===== config.mk =====
export PLATFORM = sky130hd
export DESIGN_NAME = dma_csr_top
export DESIGN_NICKNAME = d
export VERILOG_FILES = /design/src/rtl/dma_csr_pkg.sv /design/src/rtl/dma_csr_decode.sv /design/src/rtl/dma_csr_chan.sv /design/src/rtl/dma_csr_rdmux.sv /design/src/rtl/dma_csr_top.sv
export SDC_FILE = /design/constraint.sdc
export NUM_CORES = 1
export LEC_CHECK = 0
export BUFFER_PORTS_ARGS = -buffer_cell sky130_fd_sc_hd__buf_2
export CAP_MARGIN = 20
export CORE_MARGIN = 10
export CORE_UTILIZATION = 45
export DETAILED_ROUTE_END_ITERATION = 10
export GPL_TIMING_DRIVEN = 0
export HOLD_SLACK_MARGIN = 0.08
export PLACE_DENSITY = 0.69
export SETUP_SLACK_MARGIN = 0.15
export SLEW_MARGIN = 30
export SYNTH_ARGS = -nofsm -noshare
export SYNTH_HDL_FRONTEND = slang
export SYNTH_SLANG_ARGS = --single-unit

===== constraint.sdc =====
create_clock -name clk -period 2.25 [get_ports clk]
set_input_delay 0.45 -clock clk [delete_from_list [all_inputs] [get_ports clk]]
set_output_delay 0.45 -clock clk [all_outputs]
set_load 0.01 [all_outputs]

===== src/rtl/dma_csr_pkg.sv =====
package dma_csr_pkg;

    typedef enum logic [1:0] {
        CH_OFF   = 2'd0,
        CH_ARMED = 2'd1,
        CH_BUSY  = 2'd2,
        CH_SUSP  = 2'd3
    } ch_state_e;

    localparam int FLD_DONE  = 7;
    localparam int FLD_MULTI = 3;
    localparam int FLD_KILL  = 2;
    localparam int FLD_GO    = 1;
    localparam int FLD_EN    = 0;

    typedef struct packed {
        logic multi;
        logic kill;
        logic go;
        logic en;
    } wr_cmd_t;

    function automatic wr_cmd_t unpack_cmd(input logic [7:0] d);
        wr_cmd_t c;
        c.multi = d[FLD_MULTI];
        c.kill  = d[FLD_KILL];
        c.go    = d[FLD_GO];
        c.en    = d[FLD_EN];
        return c;
    endfunction

    function automatic logic [7:0] pack_status(input logic done, input logic multi,
                                               input logic en);
        logic [7:0] r;
        r            = 8'h00;
        r[FLD_DONE]  = done;
        r[FLD_MULTI] = multi;
        r[FLD_EN]    = en;
        return r;
    endfunction

endpackage


===== src/rtl/dma_csr_decode.sv =====
module dma_csr_decode #(
    parameter int ADDR_W = 4,
    parameter int NUM_CH = 4,
    parameter int CH_W   = 2
) (
    input  logic [ADDR_W-1:0] addr,
    input  logic              wr,
    input  logic              rd,
    output logic              hit,
    output logic [CH_W-1:0]   idx,
    output logic [NUM_CH-1:0] wr_sel,
    output logic [NUM_CH-1:0] rd_sel
);
    localparam int UPPER_W = ADDR_W - CH_W - 1;

    logic [UPPER_W-1:0] upper;

    always_comb begin
        idx   = addr[CH_W:1];
        upper = addr[ADDR_W-1:CH_W+1];
        hit   = !addr[0] && (upper == '0) && (int'(idx) < NUM_CH);
    end

    for (genvar i = 0; i < NUM_CH; i++) begin : g_sel
        assign wr_sel[i] = wr && hit && (idx == CH_W'(i));
        assign rd_sel[i] = rd && hit && (idx == CH_W'(i));
    end

endmodule


===== src/rtl/dma_csr_chan.sv =====
module dma_csr_chan
    import dma_csr_pkg::*;
(
    input  logic       clk,
    input  logic       rst_n,
    input  logic       wr_sel,
    input  logic       rd_sel,
    input  logic [7:0] wdata,
    input  logic       tc_evt,
    input  logic       hw_req,
    input  logic       nmi,
    output logic [7:0] status,
    output logic       en_o,
    output logic       start_o,
    output logic       abort_o
);
    ch_state_e state_q, state_d;
    logic      done_q, done_d;
    logic      multi_q;
    logic      start_q, start_d;
    logic      abort_q, abort_d;
    wr_cmd_t   cmd;
    logic      sw_go, hw_go, tc_hit, kill_wr;

    always_comb begin
        cmd     = unpack_cmd(wdata);
        kill_wr = wr_sel && cmd.kill;
        sw_go   = wr_sel && cmd.go && cmd.en && !done_q;
        hw_go   = hw_req && (multi_q || !done_q);
        tc_hit  = tc_evt && (state_q == CH_BUSY);
    end

    // Next-state logic
    always_comb begin
        state_d = state_q;
        start_d = 1'b0;
        abort_d = 1'b0;
        unique case (state_q)
            CH_OFF: begin
                if (!nmi && wr_sel && cmd.en && !cmd.kill)
                    state_d = CH_ARMED;                      // enable
            end
            CH_ARMED: begin
                if (nmi || kill_wr || (wr_sel && !cmd.en))
                    state_d = CH_OFF;                        // disable
                else if (sw_go || hw_go) begin
                    state_d = CH_BUSY;                       // launch
                    start_d = 1'b1;
                end
            end
            CH_BUSY: begin
                if (kill_wr) begin
                    state_d = CH_OFF;                        // kill
                    abort_d = 1'b1;
                end else if (tc_evt)
                    state_d = (multi_q && !nmi) ? CH_ARMED : CH_OFF; // finish
                else if (nmi || (wr_sel && !cmd.en))
                    state_d = CH_SUSP;                       // halt
            end
            CH_SUSP: begin
                if (kill_wr) begin
                    state_d = CH_OFF;                        // kill
                    abort_d = 1'b1;
                end else if (!nmi && wr_sel && cmd.en)
                    state_d = CH_BUSY;                       // resume
            end
            default: state_d = CH_OFF;
        endcase
    end

    always_comb begin
        if (tc_hit)
            done_d = 1'b1;
        else if (rd_sel)
            done_d = 1'b0;
        else
            done_d = done_q;
    end

    // State register
    always_ff @(posedge clk) begin
        if (!rst_n) begin
            state_q <= CH_OFF;
            done_q  <= 1'b0;
            multi_q <= 1'b0;
        end else begin
            state_q <= state_d;
            done_q  <= done_d;
            if (wr_sel)
                multi_q <= cmd.multi;
        end
    end

    // Output registers and decode
    always_ff @(posedge clk) begin
        if (!rst_n) begin
            start_q <= 1'b0;
            abort_q <= 1'b0;
        end else begin
            start_q <= start_d;
            abort_q <= abort_d;
        end
    end

    always_comb begin
        en_o    = (state_q == CH_ARMED) || (state_q == CH_BUSY);
        start_o = start_q;
        abort_o = abort_q;
        status  = pack_status(done_q, multi_q, en_o);
    end

    AST_START_AFTER_EN: assert property (@(posedge clk) disable iff (!rst_n)
        start_o |-> $past(en_o));
    AST_START_ONE_CYCLE: assert property (@(posedge clk) disable iff (!rst_n)
        start_o |=> !start_o);
    AST_TC_SETS_DONE: assert property (@(posedge clk) disable iff (!rst_n)
        (tc_evt && state_q == CH_BUSY) |=> status[FLD_DONE]);
    AST_SINGLE_SHOT_OFF: assert property (@(posedge clk) disable iff (!rst_n)
        (tc_evt && state_q == CH_BUSY && !multi_q) |=> !en_o);
    AST_READ_CLEARS: assert property (@(posedge clk) disable iff (!rst_n)
        (rd_sel && !(tc_evt && state_q == CH_BUSY)) |=> !status[FLD_DONE]);
    AST_ABORT_DISABLES: assert property (@(posedge clk) disable iff (!rst_n)
        abort_o |-> !en_o);
    AST_NMI_DISABLES: assert property (@(posedge clk) disable iff (!rst_n)
        nmi |=> !en_o);

endmodule


===== src/rtl/dma_csr_rdmux.sv =====
module dma_csr_rdmux #(
    parameter int NUM_CH = 4,
    parameter int CH_W   = 2
) (
    input  logic                hit,
    input  logic [CH_W-1:0]     idx,
    input  logic [NUM_CH*8-1:0] regs,
    output logic [7:0]          rdata
);
    always_comb begin
        rdata = 8'h00;
        if (hit)
            rdata = regs[int'(idx)*8 +: 8];
    end
endmodule


===== src/rtl/dma_csr_top.sv =====
module dma_csr_top
    import dma_csr_pkg::*;
#(
    parameter int ADDR_W = 4,
    parameter int NUM_CH = 4
) (
    input  logic              clk,
    input  logic              rst_n,
    input  logic [ADDR_W-1:0] bus_addr,
    input  logic              bus_wr,
    input  logic [7:0]        bus_wdata,
    input  logic              bus_rd,
    output logic [7:0]        bus_rdata,
    input  logic [NUM_CH-1:0] tc_evt,
    input  logic [NUM_CH-1:0] hw_req,
    input  logic              nmi,
    output logic [NUM_CH-1:0] ch_enable,
    output logic [NUM_CH-1:0] ch_start,
    output logic [NUM_CH-1:0] ch_abort
);
    localparam int CH_W = (NUM_CH > 1) ? $clog2(NUM_CH) : 1;

    logic                hit;
    logic [CH_W-1:0]     idx;
    logic [NUM_CH-1:0]   wr_sel, rd_sel;
    logic [NUM_CH*8-1:0] regs;

    dma_csr_decode #(.ADDR_W(ADDR_W), .NUM_CH(NUM_CH), .CH_W(CH_W)) u_dec (
        .addr   (bus_addr),
        .wr     (bus_wr),
        .rd     (bus_rd),
        .hit    (hit),
        .idx    (idx),
        .wr_sel (wr_sel),
        .rd_sel (rd_sel)
    );

    for (genvar i = 0; i < NUM_CH; i++) begin : g_ch
        dma_csr_chan u_ch (
            .clk     (clk),
            .rst_n   (rst_n),
            .wr_sel  (wr_sel[i]),
            .rd_sel  (rd_sel[i]),
            .wdata   (bus_wdata),
            .tc_evt  (tc_evt[i]),
            .hw_req  (hw_req[i]),
            .nmi     (nmi),
            .status  (regs[i*8 +: 8]),
            .en_o    (ch_enable[i]),
            .start_o (ch_start[i]),
            .abort_o (ch_abort[i])
        );
    end

    dma_csr_rdmux #(.NUM_CH(NUM_CH), .CH_W(CH_W)) u_mux (
        .hit   (hit),
        .idx   (idx),
        .regs  (regs),
        .rdata (bus_rdata)
    );

    AST_RESERVED_ZERO: assert property (@(posedge clk) disable iff (!rst_n)
        (bus_rdata & 8'h76) == 8'h00);
    AST_MISS_READS_ZERO: assert property (@(posedge clk) disable iff (!rst_n)
        !hit |-> bus_rdata == 8'h00);
    AST_NMI_ALL_OFF: assert property (@(posedge clk) disable iff (!rst_n)
        nmi |=> ch_enable == '0);

endmodule


Word level (Yosys, flattened, before mapping)
Index checks and enable logic that the tools add are counted.
W data, S select, Z words.
{"block": "word_totals", "ff_bits": 24, "inputBits": 25, "output_inout_bits": 20, "word_cells": 227}
{"block": "classes", "n_eq_ne": 31, "shift": 1, "muxes": 57, "bitwise": 6, "reduce_logical": 112}
{"op": "$mux W2", "count": 32}
{"op": "$logic_and A1 B1 Y1", "count": 55}
{"op": "$pmux W2 S4", "count": 4}
{"op": "$shiftx A32 B6 Y8", "count": 1}
{"op": "$logic_or A1 B1 Y1", "count": 24}
{"op": "$ne A3 B1 Y1 const B", "count": 8}
{"op": "$eq A2 B2 Y1 const B", "count": 10}
{"op": "$mux W1", "count": 20}
{"op": "$ne A4 B2 Y1 const B", "count": 4}
{"op": "$reduce_and A4 Y1", "count": 4}
{"op": "$reduce_or A3 Y1", "count": 4}
{"op": "$eq A2 B1 Y1 const B", "count": 5}
{"op": "$logic_not A2 Y1", "count": 5}
{"op": "$logic_not A1 Y1", "count": 8}
{"op": "$mux W8", "count": 1}
{"op": "$ne A2 B1 Y1 const B", "count": 4}
{"op": "$reduce_and A2 Y1", "count": 4}
{"op": "$reduce_bool A2 Y1", "count": 4}
{"op": "$reduce_or A2 Y1", "count": 4}
{"op": "$not A1 Y1", "count": 6}

Longest topological paths before layout
{"block": "depth", "word_depth": 11, "mapped_depth": 7}

Hierarchy
A second synthesis with hierarchy kept.
{"block": "unflattened", "hier_cells": 266, "hier_area_um2": 2293.4}
{"module": "dma_csr_chan", "instances": 4, "cells_per_inst": 55, "area_each_um2": 486.7, "seq_area_each_um2": 120.1}
{"module": "dma_csr_rdmux", "instances": 1, "cells_per_inst": 29, "area_each_um2": 255.2, "seq_area_each_um2": 0.0}
{"module": "dma_csr_decode", "instances": 1, "cells_per_inst": 17, "area_each_um2": 91.3, "seq_area_each_um2": 0.0}

Least setup slack after synthesis
No wires, ideal clock.
{"block": "synth_timing", "kind": "in2reg", "start": "input port bus_addr[3]", "end": "register g_ch[2].u_ch.state_q[0]", "setup_ps": 79, "arrival_ps": 1749, "t_required_ps": 2171, "setup_slack_ps": 422, "stages": 6, "n_path_buf": 1, "cell_sequence": "or3b_4 buf_6 o311a_1 o21ai_2 o21ai_2 a211oi_2"}
{"block": "synth_via", "elab_chain_cells": 10, "word_cells_on_any_way": 25, "cone_classes": "eq/ne (4); mux (4); bitwise (1); reduce/logical (16)"}
{"item": "start, declared", "line": "dma_csr_top.sv:9", "source": "input logic [ADDR_W-1:0] bus_addr,"}
{"item": "$not A1 Y1 (*)", "line": "dma_csr_decode.sv:21", "source": "hit = !addr[0] && (upper == '0) && (int'(idx) < NUM_CH);"}
{"item": "$logic_and A1 B1 Y1 (*)", "line": "dma_csr_decode.sv:21"}
{"item": "$logic_and A1 B1 Y1 (*) (2 in series)", "line": "dma_csr_decode.sv:25", "source": "assign wr_sel[i] = wr && hit && (idx == CH_W'(i));"}
{"item": "$logic_and A1 B1 Y1 (3 in series)", "line": "dma_csr_chan.sv:28", "source": "sw_go = wr_sel && cmd.go && cmd.en && !done_q;"}
{"item": "$logic_or A1 B1 Y1", "line": "dma_csr_chan.sv:46", "source": "else if (sw_go || hw_go) begin"}
{"item": "$ne A3 B1 Y1 (no source line)"}
{"item": "$reduce_and A4 Y1 (no source line)"}
{"item": "end signal, assigned", "line": "dma_csr_chan.sv:87", "source": "state_q <= state_d;"}
{"item": "end, declared", "line": "dma_csr_chan.sv:17", "source": "ch_state_e state_q, state_d;"}
Mark *: on every way between the ends. The rest lies on a longest branch, timed or not.
A chain may end at the register's enable or synchronous reset.

Worst setup path in the final report
{"block": "layout_timing", "start": "register g_ch[2].u_ch.state_q[0]", "end": "output port bus_rdata[0]"}
{"block": "layout_via", "elab_chain_cells": 4, "word_cells_on_any_way": 5, "cone_classes": "eq/ne (2); shift (1); mux (1); reduce/logical (1)"}
{"item": "$eq A2 B1 Y1 or $eq A2 B2 Y1 (tied branches)", "line": "dma_csr_chan.sv:106", "source": "en_o = (state_q == CH_ARMED) || (state_q == CH_BUSY);"}
{"item": "$logic_or A1 B1 Y1 (*)", "line": "dma_csr_chan.sv:106"}
{"item": "named net g_ch[2].u_ch.en_o", "line": "dma_csr_chan.sv:13", "source": "output logic en_o,"}
{"item": "$shiftx A32 B6 Y8 (*)", "line": "dma_csr_rdmux.sv:13", "source": "rdata = regs[int'(idx)*8 +: 8];"}
{"item": "$mux W8 (*)", "line": "dma_csr_rdmux.sv:12", "source": "if (hit)"}
{"item": "end, declared", "line": "dma_csr_top.sv:13", "source": "output logic [7:0] bus_rdata,"}
Mark *: on every way through the listed nets, which the timed path passes. The rest lies on a longest branch.

==> metrics <==
type of the worst min-delay path=primary input to flop; Routed Antenna Nets=0; CTS tree=done; DR WL/cell=around 16 um; grt ovf=0; crit path capture type=primary output; Non-Filler Instances=around 330; Worst Path Max Fanout=4; maximum clock frequency=~0.48 GHz; Worst Max-Slew Pin Slew=around 540 ps; commonest cells in the netlist=24 x dfxtp_1, 20 x ha_1, 20 x nor2_1, 19 x nand2_1, 18 x buf_4; I/O pins=45; H-tree Lvls=1; FF+latch count, synth=24; share of cells above drive strength 1=37.3%; Sw Share=around 30%; Synth area leaders=dfxtp_1 25%, ha_1 13%, buf_4 7.1%; synthesized area=about 1900 um^2; Die Width=85.0 um; Hold Path Origin=tc_evt[1]; share of the yosys chip area belonging to registers=about a quarter; Reg-to-Reg Start=g_ch[1].u_ch.state_q[0]$_SDFFE_PN0P_; Std-Cell Rows=23; WP data arrival=around 1600 ps; Vias per Instance=5.50; clock period minus worst slack=about 2100 ps; Seq pwr share=between 40% and 50%; DPL Wire Length=around 4000 um; Syn-to-layout area delta=23.8%; most common cell in the netlist=dfxtp_1; leakage power=between 1 and 1.5 nW; first-pass GRT wire length=roughly 8600 um; input/output buffers=34; CTS Buf Count=3; drt pass-1 iters=4; Setup Skew=between 1.5 and 2 ps; total track usage=between 10% and 20%; Total Neg Setup Slack=0 ps; Cells after Synth=230; Syn. warnings=0; post-synth cell types=52; Clock Root Buffer=clkbuf_8; Pins Over Slew Limit=0; P_int=0.000732 W; final hold vios=0; largest area contributor in the synthesized netlist=dfxtp_1; clk_lat worst skew=~270 ps; vias in the first global route=approximately 1.8k; status=complete, no violations; Hold Path End=g_ch[1].u_ch.done_q$_SDFFE_PN0P_; Comb pwr share=28.1%; largest net degree at the start of global routing=14; power per standard cell area=approximately 440 nW/um^2; CORE AREA=4030 um^2; unrepaired setup endpoints after global routing=true; Psw=approximately 0.00031 W; syn avg cell area=~8.3 um^2; # setup viols final=0; crit share post-route=between 90 and 100%; chip height=between 80 and 90 um; initial antenna violation count=0; CTS Buffer Depth=2; number of remaining DRC errors=0; Initial Util=a little under half; R2R Setup Slk=560 ps; clk sink count=24; Inst Count DP=between 300 and 400; Clk pwr share=29.0%; Final nets=roughly 330; share of the synthesized area in the top cell type=25.3%; Die ar.=slightly above 7000 um^2; startpoint types=flop; Reg2Reg Depth=7; drt total wl=around 5300 um; initial DRC count=134; gpl congestion=approximately 0.84; Hold Crit Depth=3; # Max-Cap Violations=0; ys async rst share=0%; Synth Flop Type=dfxtp_1; worst vdd ir=0.207 mV; smallest hold slack=438 ps; worst r2r dst=g_ch[1].u_ch.state_q[1]$_SDFFE_PN0P_; clock slew at reported path FFs=~90 ps; Worst EP required=approximately 1800 ps; Ant. Diodes=0; via count=about 1.8k; number of flops mapped to enable cells by yosys=0; headroom to the max-slew limit=63.7%; WS Path Type=flop to primary output
==> flip-flops by register name, indices dropped and copies added (netlist names) <==
register / count
g_ch.u_ch.abort_o: 4
g_ch.u_ch.done_q: 4
g_ch.u_ch.multi_q: 4
g_ch.u_ch.start_o: 4
g_ch.u_ch.state_q: 8
==> cell type report <==
| type | count | area (um^2) |
|---|---|---|
| clock buffers | 4 | 55.1 |
| repair buffers | 41 | 229 |
| well taps | 50 | 62.6 |
| flip-flops and latches | 24 | 490 |
| plain buffers | 23 | 171 |
| inverters | 16 | 73.8 |
| multi-input cells | 171 | 1270 |
| fillers | 385 | 1680 |
==> stage by stage <==
stage          total power, W  util (%)  cell area [um^2]  worst slack (ps)
3_3_place_gp         0.000693      53.3              2150              -131
3_5_place_dp         0.000697      53.3              2150              -126
6_report              0.00104      58.4              2350               167
5_1_grt               0.00110      58.4              2350               111
2_1_floorplan        0.000619         -              1910               422
4_1_cts               0.00103      57.3              2310               147
==> critical path, cell delays in order, from the launching register on <==
cell	delay, ps
dfxtp_2	360
inv_4	60
ha_4	250
mux4_2	440
and2_4	150
buf_6	110
==> layout by cell type, fill, tap and decap left out, types with 3 or more instances in the layout <==
| master | netlist | layout |
|---|---|---|
| a31oi_1 | 8 | 8 |
| inv_1 | 15 | 7 |
| nor2_1 | 20 | 20 |
| buf_6 | 1 | 3 |
| dfxtp_2 | 0 | 8 |
| buf_4 | 18 | 25 |
| clkbuf_8 | 0 | 4 |
| inv_4 | 0 | 4 |
| a21boi_0 | 3 | 3 |
| ha_1 | 20 | 16 |
| dfxtp_1 | 24 | 16 |
| a21oi_1 | 14 | 14 |
| mux2i_1 | 3 | 3 |
| nand2b_1 | 3 | 3 |
| nor2b_1 | 6 | 6 |
| nand2_1 | 19 | 19 |
| mux4_2 | 3 | 3 |
| inv_2 | 0 | 4 |
| buf_2 | 2 | 34 |
| nand3_1 | 4 | 4 |
| ha_4 | 0 | 4 |
| conb_1 | 1 | 5 |
| a211oi_1 | 4 | 4 |
| o21ai_0 | 15 | 15 |
==> worst max-delay path by stage <==
stage,from,to,slack [ps],cells after the start
after floorplan,bus_addr[3],g_ch[2].u_ch.state_q[0]$_SDFFE_PN0P_,420,6
after global placement,rst_n,g_ch[1].u_ch.state_q[1]$_SDFFE_PN0P_,-130,6
after global routing,g_ch[1].u_ch.state_q[0]$_SDFFE_PN0P_,bus_rdata[0],110,5
after CTS,g_ch[3].u_ch.state_q[0]$_SDFFE_PN0P_,bus_rdata[0],150,5
after detailed placement,rst_n,g_ch[1].u_ch.state_q[1]$_SDFFE_PN0P_,-130,6
final,g_ch[2].u_ch.state_q[0]$_SDFFE_PN0P_,bus_rdata[0],170,5
==> layer usage <==
layer / routed length [um] / global-route usage, %
met4: 61 / 4.19
met5: 0 / 0
met1: 2580 / 19.2
met3: 383 / 3.54
met2: 2300 / 21.5
==> timing repair <==
item / in CTS / in global routing
gates cloned: 0 / 0
resized for setup: 24 / 8
hold buffers: 0 / 0
setup buffers: 5 / 2
endpoints found under the setup margin: 2 / 4
pin swaps: 1 / 0
==> power groups by stage <==
| stage | sequential [W] | combinational (W) | clock (W) |
|---|---|---|---|
| 3_3_place_gp | 0.000454 | 0.000240 | 0 |
| 2_1_floorplan | 0.000452 | 0.000167 | 0 |
| 3_5_place_dp | 0.000454 | 0.000243 | 0 |
| 6_report | 0.000447 | 0.000293 | 0.000302 |
| 5_1_grt | 0.000448 | 0.000321 | 0.000329 |
| 4_1_cts | 0.000446 | 0.000275 | 0.000314 |
==> cell families (layout without fill, tap and decap cells) <==
group                      Yosys count  in the layout  synth area share [%]
DFF                                 24             24                  25.3
buffers and inverters               39             84                  11.8
other                                1              5                 0.197
and+or+nand+nor                     71             71                  19.3
muxes                                6              6                  5.14
adders and majority gates           20             20                  13.2
AOI/OAI and AO/OA                   69             69                  25.1
No activity file was read; power rests on OpenSTA's default activity.
